--- config.mk ---
export PLATFORM = sky130hd
export DESIGN_NAME = sl7_serializer
export DESIGN_NICKNAME = d
export VERILOG_FILES = /design/src/rtl/sl7_pkg.sv /design/src/rtl/sl7_capture.sv /design/src/rtl/sl7_lane.sv /design/src/rtl/sl7_gate.sv /design/src/rtl/sl7_serializer.sv
export SDC_FILE = /design/constraint.sdc
export NUM_CORES = 1
export LEC_CHECK = 0
export BUFFER_PORTS_ARGS = -buffer_cell sky130_fd_sc_hd__buf_2
export CORE_MARGIN = 3
export CORE_UTILIZATION = 60
export CTS_CLUSTER_SIZE = 8
export DETAILED_ROUTE_END_ITERATION = 7
export PLACE_DENSITY = 0.81
export SYNTH_ARGS = -nofsm -noshare
export SYNTH_HDL_FRONTEND = slang
export SYNTH_HIERARCHICAL = 1
export SYNTH_SLANG_ARGS = --single-unit
--- constraint.sdc ---
create_clock -name clk -period 2.65 [get_ports clk]
set_input_delay 0.1325 -clock clk [delete_from_list [all_inputs] [get_ports clk]]
set_output_delay 0.1325 -clock clk [all_outputs]
set_load 0.02 [all_outputs]
--- src/rtl/sl7_pkg.sv ---
`timescale 1ns/1ps
package sl7_pkg;
  // Bit slots per lane per pixel word (the 7:1 ratio is the block's nature).
  localparam int SLOTS  = 7;
  localparam int SLOT_W = $clog2(SLOTS);

  // Forwarded clock pattern, bit SLOTS-1 is sent first.
  localparam logic [SLOTS-1:0] FWD_CLK_PAT = 7'b1100011;

  // Input bit carried by lane `lane` in slot `slot` (0 = first sent)
  // when `nlanes` lanes are active.
  function automatic int src_bit(input int lane, input int slot, input int nlanes);
    return (SLOTS - 1 - slot) * nlanes + lane;
  endfunction

  // Slot counter advance with wrap.
  function automatic logic [SLOT_W-1:0] slot_next(input logic [SLOT_W-1:0] s);
    return (s == SLOT_W'(SLOTS - 1)) ? '0 : s + 1'b1;
  endfunction
endpackage

--- src/rtl/sl7_capture.sv ---
`timescale 1ns/1ps
module sl7_capture
  import sl7_pkg::*;
#(
  parameter int DW = 28
) (
  input  logic              clk,
  input  logic              rst_n,
  input  logic              pix_clk,
  input  logic              edge_rise,
  input  logic              narrow,
  input  logic [DW-1:0]     din,
  output logic [DW-1:0]     hold_word,
  output logic              hold_narrow,
  output logic              cap_evt,
  output logic              load_evt
);
  logic              pix_q, pix_qq;
  logic [SLOT_W-1:0] slot_q;

  // Sample the pixel clock in the bit-clock domain.
  always_ff @(posedge clk or negedge rst_n) begin
    if (!rst_n) begin
      pix_q  <= 1'b0;
      pix_qq <= 1'b0;
    end else begin
      pix_q  <= pix_clk;
      pix_qq <= pix_q;
    end
  end

  // Selected pixel transition seen this cycle.
  assign cap_evt = (pix_q ^ pix_qq) & (pix_q == edge_rise);

  // Holding register, written once per pixel period.
  always_ff @(posedge clk or negedge rst_n) begin
    if (!rst_n) begin
      hold_word   <= '0;
      hold_narrow <= 1'b0;
    end else if (cap_evt) begin
      hold_word   <= din;
      hold_narrow <= narrow;
    end
  end

  // Slot counter, realigned by every capture so latency stays constant.
  always_ff @(posedge clk or negedge rst_n) begin
    if (!rst_n)       slot_q <= SLOT_W'(1);
    else if (cap_evt) slot_q <= '0;
    else              slot_q <= slot_next(slot_q);
  end

  assign load_evt = (slot_q == '0);

  // a word frame lasts more than one slot.
  assert_single_load_R1: assert property (@(posedge clk) disable iff (!rst_n)
    load_evt |=> !load_evt);
endmodule

--- src/rtl/sl7_lane.sv ---
`timescale 1ns/1ps
module sl7_lane #(
  parameter int W = 7
) (
  input  logic         clk,
  input  logic         rst_n,
  input  logic         load,
  input  logic [W-1:0] par,
  output logic         bit_out
);
  logic [W-1:0] sh_q;

  always_ff @(posedge clk or negedge rst_n) begin
    if (!rst_n)    sh_q <= '0;
    else if (load) sh_q <= par;
    else           sh_q <= {sh_q[W-2:0], 1'b0};
  end

  assign bit_out = sh_q[W-1];
endmodule

--- src/rtl/sl7_gate.sv ---
`timescale 1ns/1ps
module sl7_gate #(
  parameter int SETTLE_WORDS = 8
) (
  input  logic clk,
  input  logic rst_n,
  input  logic sleep_n,
  input  logic cap_evt,
  input  logic load_evt,
  input  logic hold_narrow,
  output logic out_en,
  output logic word_narrow
);
  localparam int CNT_W = $clog2(SETTLE_WORDS + 1);
  localparam logic [CNT_W-1:0] CNT_MAX = CNT_W'(SETTLE_WORDS);

  logic [CNT_W-1:0] settle_cnt;
  logic             settled;

  assign settled = (settle_cnt == CNT_MAX);

  always_ff @(posedge clk or negedge rst_n) begin
    if (!rst_n)                  settle_cnt <= '0;
    else if (!sleep_n)           settle_cnt <= '0;
    else if (cap_evt && !settled) settle_cnt <= settle_cnt + 1'b1;
  end

  // Enables change only at a word start, except shutdown which is immediate.
  always_ff @(posedge clk or negedge rst_n) begin
    if (!rst_n)        out_en <= 1'b0;
    else if (!sleep_n) out_en <= 1'b0;
    else if (load_evt) out_en <= settled;
  end

  // Format follows the word into the lanes.
  always_ff @(posedge clk or negedge rst_n) begin
    if (!rst_n)        word_narrow <= 1'b0;
    else if (load_evt) word_narrow <= hold_narrow;
  end

  assert_sleep_quiet_R5: assert property (@(posedge clk) disable iff (!rst_n)
    !sleep_n |=> !out_en);

  assert_settle_done_R6: assert property (@(posedge clk) disable iff (!rst_n)
    $rose(out_en) |-> (settle_cnt == CNT_MAX));

  assert_enable_at_start_R6: assert property (@(posedge clk) disable iff (!rst_n)
    $rose(out_en) |-> $past(load_evt));
endmodule

--- src/rtl/sl7_serializer.sv ---
`timescale 1ns/1ps
module sl7_serializer
  import sl7_pkg::*;
#(
  parameter int LANES        = 4,
  parameter int RED_LANES    = 3,
  parameter int SETTLE_WORDS = 8
) (
  input  logic                     clk,
  input  logic                     rst_n,
  input  logic                     pix_clk,
  input  logic                     edge_rise,
  input  logic                     narrow,
  input  logic                     sleep_n,
  input  logic [LANES*SLOTS-1:0]   din,
  output logic [LANES-1:0]         ser_data,
  output logic [LANES-1:0]         ser_en,
  output logic                     clk_out,
  output logic                     clk_en
);
  localparam int DW = LANES * SLOTS;

  logic [DW-1:0]    hold_word;
  logic             hold_narrow;
  logic             cap_evt;
  logic             load_evt;
  logic             out_en;
  logic             word_narrow;
  logic [LANES-1:0] lane_bit;
  logic             clk_raw;

  sl7_capture #(.DW(DW)) u_capture (
    .clk         (clk),
    .rst_n       (rst_n),
    .pix_clk     (pix_clk),
    .edge_rise   (edge_rise),
    .narrow      (narrow),
    .din         (din),
    .hold_word   (hold_word),
    .hold_narrow (hold_narrow),
    .cap_evt     (cap_evt),
    .load_evt    (load_evt)
  );

  sl7_gate #(.SETTLE_WORDS(SETTLE_WORDS)) u_gate (
    .clk         (clk),
    .rst_n       (rst_n),
    .sleep_n     (sleep_n),
    .cap_evt     (cap_evt),
    .load_evt    (load_evt),
    .hold_narrow (hold_narrow),
    .out_en      (out_en),
    .word_narrow (word_narrow)
  );

  // Data lanes: mapping picked per lane and slot at elaboration.
  for (genvar l = 0; l < LANES; l++) begin : g_lane
    logic [SLOTS-1:0] par;
    for (genvar s = 0; s < SLOTS; s++) begin : g_slot
      localparam int IDX_FULL = src_bit(l, s, LANES);
      localparam int IDX_NAR  = (l < RED_LANES) ? src_bit(l, s, RED_LANES) : 0;
      if (l < RED_LANES) begin : g_shared
        assign par[SLOTS-1-s] = hold_narrow ? hold_word[IDX_NAR] : hold_word[IDX_FULL];
      end else begin : g_full_only
        assign par[SLOTS-1-s] = hold_narrow ? 1'b0 : hold_word[IDX_FULL];
      end
    end

    sl7_lane #(.W(SLOTS)) u_lane (
      .clk     (clk),
      .rst_n   (rst_n),
      .load    (load_evt),
      .par     (par),
      .bit_out (lane_bit[l])
    );

    if (l < RED_LANES) begin : g_en_shared
      assign ser_en[l] = out_en;
    end else begin : g_en_full_only
      assign ser_en[l] = out_en & ~word_narrow;
    end
    assign ser_data[l] = ser_en[l] & lane_bit[l];
  end

  // Forwarded clock lane.
  sl7_lane #(.W(SLOTS)) u_fwd_clk (
    .clk     (clk),
    .rst_n   (rst_n),
    .load    (load_evt),
    .par     (FWD_CLK_PAT),
    .bit_out (clk_raw)
  );

  assign clk_en  = out_en;
  assign clk_out = out_en & clk_raw;

  // first clock slot after a load is high.
  assert_fwd_clk_start_R7: assert property (@(posedge clk) disable iff (!rst_n)
    load_evt |=> clk_raw);

  // the forwarded clock falls two slots after the word's first slot.
  assert_fwd_clk_fall_R7: assert property (@(posedge clk) disable iff (!rst_n)
    $fell(clk_raw) |-> $past(load_evt, 3));
endmodule

* Word-level counts from Yosys, hierarchy flattened
Cells that the tools add are included.
** Operators by class
- $add $sub $neg :: 2
- Equality and inequality tests :: 5
- Muxes and demuxes :: 36
- Bitwise gates (word level) :: 9
- Reductions and logical operators :: 3
** Operators by type and width (count)
- $mux 7 :: 5
- $mux 1 :: 27
- $mux 4 :: 2
- $and 1x1->1 :: 7
- $mux 3 :: 2
- $add 4x1->4 const B :: 1
- $eq 4x4->1 const B :: 1
- $ne 2x1->1 const B :: 2
- $add 3x1->3 const B :: 1
- $eq 3x3->1 const B :: 1
- $logic_not 3->1 :: 1
- $eq 1x1->1 :: 1
- $logic_and 1x1->1 :: 1
- $logic_not 1->1 :: 1
- $not 1->1 :: 1
- $xor 1x1->1 :: 1
** Storage, ports and cells
- Bits in registers :: 75
- Input port bits :: 34
- Output and inout bits :: 10
- Word-level logic and storage cells :: 68

* Longest topological paths before layout
- Depth after elaboration :: 5
- Mapped depth :: 7
- Gate-level depth less buffers :: 5

* Cells and area by module
Netlist, hierarchy kept.
** By module, submodules not included
- sl7_capture :: instances 1, cells an instance 281, area each 2424.8 um^2, seq. area each 852.1 um^2
- sl7_lane :: instances 5, cells an instance 15, area each 284.0 um^2, seq. area each 175.2 um^2
- sl7_serializer :: instances 1, cells an instance 39, area each 407.9 um^2, seq. area each 0.0 um^2
- sl7_gate :: instances 1, cells an instance 29, area each 305.3 um^2, seq. area each 150.1 um^2

* Worst setup path after synthesis
Ideal clock, no wire load.
- Path kind :: reg-to-reg
- From :: reg u_capture.slot_q[1]
- To :: reg g_lane[0].u_lane.sh_q[1]
- Library setup time :: 0.125 ns
- Data arrival time :: 1.713 ns
- Required time :: 2.525 ns
- Path slack :: 0.812 ns
- Stages on the path, launching flop included :: 4
- Path buffers :: 1
- Clock period less this slack :: 1.838 ns
- Cells stage by stage :: dfrtp_1 nor3_1 buf_6 mux2_4
** On the way
- Longest elaborated chain between the ends :: 2
** Ends and longest elaborated chain
- start, declared :: RTL line sl7_capture.sv:19 : logic [SLOT_W-1:0] slot_q;
- start signal, assigned :: RTL line sl7_capture.sv:50 : else slot_q <= slot_next(slot_q);
- $logic_not 3->1 :: RTL line sl7_capture.sv:53 : assign load_evt = (slot_q == '0);
- net load_evt :: RTL line sl7_serializer.sv:26 : logic load_evt;
- $mux 7 :: RTL line sl7_lane.sv:15 : else if (load) sh_q <= par;
- end signal, assigned :: RTL line sl7_lane.sv:15
- end signal, assigned :: RTL line sl7_lane.sv:16 : else sh_q <= {sh_q[W-2:0], 1'b0};
- end, declared :: RTL line sl7_lane.sv:11 : logic [W-1:0] sh_q;
The timed path passes the listed nets, and every way through them passes these cells.
A chain may end at the register's enable or synchronous reset.

* Worst setup path in the final report
- From :: reg u_capture.hold_narrow
- To :: reg g_lane[1].u_lane.sh_q[5]
** On the way
- Longest elaborated chain between the ends :: 2
** Ends and longest elaborated chain
- start, declared :: RTL line sl7_capture.sv:14 : output logic hold_narrow,
- start signal, assigned :: RTL line sl7_capture.sv:42 : hold_narrow <= narrow;
- $mux 1 :: RTL line sl7_serializer.sv:63 : assign par[SLOTS-1-s] = hold_narrow ? hold_word[IDX_NAR] : hold_word[IDX_FULL];
- net g_lane[1].par[5] :: RTL line sl7_serializer.sv:58 : logic [SLOTS-1:0] par;
- $mux 7 :: RTL line sl7_lane.sv:15
- end signal, assigned :: RTL line sl7_lane.sv:15
- end signal, assigned :: RTL line sl7_lane.sv:16
- end, declared :: RTL line sl7_lane.sv:11
The timed path passes the listed nets, and every way through them passes these cells.

==> run summary <==
Run status -> completed
Wire length of the first global-routing pass -> 15.3 mm
Largest net degree at the start of global routing -> 89
CP Cell Sequence -> mux2_2 -> mux2_4
Fraction of final layout cells with drive strength greater than 1 -> 27.9%
EDFF count, synth -> 0
Post-route antenna net violation count -> 0
I/O pin count -> 44
Slew at the pin with the worst max-slew slack -> 1.22 ns
DR WL/cell -> 16.0 um
Max IR drop VDD -> 405 uV
Number of rows in the core area -> 31
Crit path arrival time -> 2.20 ns
Total core area -> 7330 um^2
Portion of total power attributed to sequential cells -> 41.0%
Initial standard-cell utilization of the core -> 62.2%
Type of destination of the critical path -> flip-flop
Max capacitance violation total -> 0
Leading register cell type out of synthesis -> dfrtp_1
DR DRC count -> 0
H-tree levels -> 3
Leading post-synthesis cells by cell area -> dfrtp_1, mux2_4, nor2b_1, o311a_1, o21ai_0
Final hold viol count -> 0
Inserted Diodes -> 0
Hold Crit Class -> in2reg
Final critical-path share of the clock period -> 74.5%
Yosys top cell area share -> 40.6%
Final setup violation count -> 0
Final GP Congestion -> 0.709
Worst setup skew after layout -> 0.00920 ns
Static power due to leakage -> 2.11 nW
Net switching power -> 1.14 mW
Clock tree from TritonCTS -> built
Reg clk slew, reported paths -> 0.08 ns
Buffer cell driving the clock tree root -> clkbuf_8
Die X -> 93.2 um
Tot GR Track Use -> 22.0%
Switching Share -> 26.6%
Synthesized netlist cell count -> 424
Critical-path top delay cell -> dfrtp_1
Clock power share -> 28.8%
Setup slack on the worst flop-to-flop path -> 0.68 ns
Synthesized flop and latch total -> 75
Internal power of the cells -> 3.16 mW
Mapped Avg Cell Area -> 10.8 um^2
Combinational share of power -> 30.2%
Final #Nets -> 483
Setup repair after global routing missed its margin -> false
Normalized max-slew margin -> 18.7%
Distinct cell type count after synthesis -> 32
Biggest area consumer among synthesized cells -> dfrtp_1
Vias in the first global route -> 3232
Number of buffers and inverters on the critical path -> 0
CTS max path bufs -> 2
Total global routing overflow -> 0
Area growth syn-to-layout -> 9.25%
Routed via count -> 3221
Final HPWL from detailed placement -> 5.36 mm
Avg Vias per Cell -> 5.85
Share of the core filled with cells in the final layout -> 67.9%
Final Max Tran Viols -> 0
Die outline height -> 93.2 um
DRC marker count from the first detailed-route iteration -> 154
Count of warnings emitted by yosys -> 6
Max Clk Rate -> 507 MHz
Worst path max stage delay -> 1.16 ns
Maximum fanout count along the critical path -> 26
Post-cts sizing count -> 0
Classification of the worst setup path -> reg2reg
Final worst path period need -> 1.97 ns
Inserted Clock Buffers -> 9
Number of antenna violations at the first check in global routing -> 0
Ys async rst share -> 100%
Required time of the critical path -> 2.88 ns
Buffers added on ports -> 43
Number of clock sinks -> 75
Total Die Area -> 8680 um^2
Sequential element share of the synthesized area -> 41.2%
Total power divided by cell area -> 864 nW/um^2
Clock latency of the later-clocked register in the worst-skew pair -> 0.35 ns
First drt pass iteration count -> 4
Sum of negative setup slack -> 0 ns
Startpoint type of the worst setup path -> flip-flop
Top delay family on crit path -> flip-flops
Cell area after technology mapping -> 4560 um^2
Final Routed Wirelength -> 8.83 mm
-- placed cells by master, fill, tap and decap left out, types with 2 or more instances in the layout --
cell,instances
o311a_1,29
and2_1,6
mux2_2,7
a211oi_2,2
nand2_1,7
conb_1,7
o21ai_0,45
inv_1,3
ha_1,2
dfrtp_1,73
nor3b_1,29
bufinv_16,5
nor3_1,29
nor2b_1,66
nor2_1,3
buf_2,42
mux2_4,43
dlygate4sd3_1,2
o21ai_1,15
buf_4,6
mux2i_1,3
clkbuf_8,9
and2_2,5
-- what timing repair did --
item	in CTS	in global routing
setup buffers	0	0
hold buffers	2	0
endpoints found under the hold margin	75	0
-- metal layers --
layer,GRT usage (%),vias to the layer above,part of all wire [%]
li1,-,1550,-
met5,0,-,0
met2,37.6,55,51
met3,4.02,9,3.0
met1,28.4,1607,45
met4,6.47,0,0.86
-- cells in the mapped netlist, types with 3 or more instances --
library cell  number
nor3b_1           29
mux2_2             7
o21ai_1           15
buf_2             10
nor2b_1           66
and2_1             6
buf_6             12
inv_1              3
buf_4              7
mux2i_1            3
nand2_1            7
dfrtp_1           74
clkbuf_1          14
o21ai_0           45
nor3_1            30
nor2_1             3
mux2_4            43
and2_2             5
o311a_1           29
-- sequential cells by signal (all words and copies together) (netlist names) --
name / cells
u_capture/slot_q: 3
u_capture/pix_q: 1
u_capture/hold_narrow: 1
u_capture/pix_qq: 1
g_lane.u_lane/sh_q: 28
u_capture/hold_word: 28
u_gate/word_narrow: 1
u_gate/settle_cnt: 4
u_gate/out_en: 1
u_fwd_clk/sh_q: 7
-- per-stage QoR --
stage | worst slack (ns) | power, mW | std cells | hold slack (ns) | area, um^2
floorplan | 0.812 | 2.90 | 429 | -0.163 | 4580
global placement | 0.770 | 3.01 | 533 | 0.246 | 4670
detailed placement | 0.687 | 3.09 | 533 | 0.246 | 4670
CTS | 0.673 | 4.34 | 551 | 0.0616 | 4980
global route | 0.588 | 4.53 | 551 | 0.0865 | 4980
finish | 0.677 | 4.30 | 551 | 0.0797 | 4980
-- worst paths after layout --
| path | from | to | cells past startpoint |
|---|---|---|---|
| max reg2reg | u_capture/hold_narrow$_DFFE_PN0N_ | g_lane[1].u_lane/sh_q[5]$_DFF_PN0_ | 2 |
| min reg2reg | u_fwd_clk/sh_q[5]$_DFF_PN0_ | u_fwd_clk/sh_q[6]$_DFF_PN0_ | 1 |
| max | u_capture/hold_narrow$_DFFE_PN0N_ | g_lane[1].u_lane/sh_q[5]$_DFF_PN0_ | 2 |
| min | sleep_n | u_gate/settle_cnt[1]$_DFFE_PN0P_ | 3 |
| max in group asynchronous | rst_n | u_capture/pix_qq$_DFF_PN0_ | 2 |
| min in group asynchronous | rst_n | u_capture/hold_word[25]$_DFFE_PN0N_ | 2 |
-- worst min-delay path: cells and delay by family --
| family | cells | cell delay, ns |
|---|---|---|
| and+or+nand+nor | 1 | 0.06 |
| muxes | 1 | 0.06 |
| buffers and inverters | 1 | 0.14 |
-- kinds of logic after synthesis --
kind of cell	after synthesis	share of synthesized area, %
simple gates	152	20.6
flops	75	41.2
xor+xnor	1	0.192
buf+inv	47	7.05
other cells	2	0.165
mux	53	16.6
fa+ha+maj	2	0.549
compound gates	92	13.7
-- power groups by stage --
stage	Clock, mW	Combinational, mW	Sequential [mW]
2_1_floorplan	0	1.24	1.67
3_3_place_gp	0	1.25	1.76
3_5_place_dp	0	1.30	1.79
4_1_cts	1.26	1.31	1.77
5_1_grt	1.31	1.41	1.82
6_report	1.24	1.30	1.76
-- final cells by class --
class,instances,area (um^2)
Multi-Input combinational cell,307,2380
Fill cell,549,2350
Sequential cell,75,1880
Timing Repair Buffer,51,295
Clock inverter,7,164
Clock buffer,9,124
Tap cell,99,124
Inverter,3,11.3
Note: power is estimated with default switching activity, not from simulation.
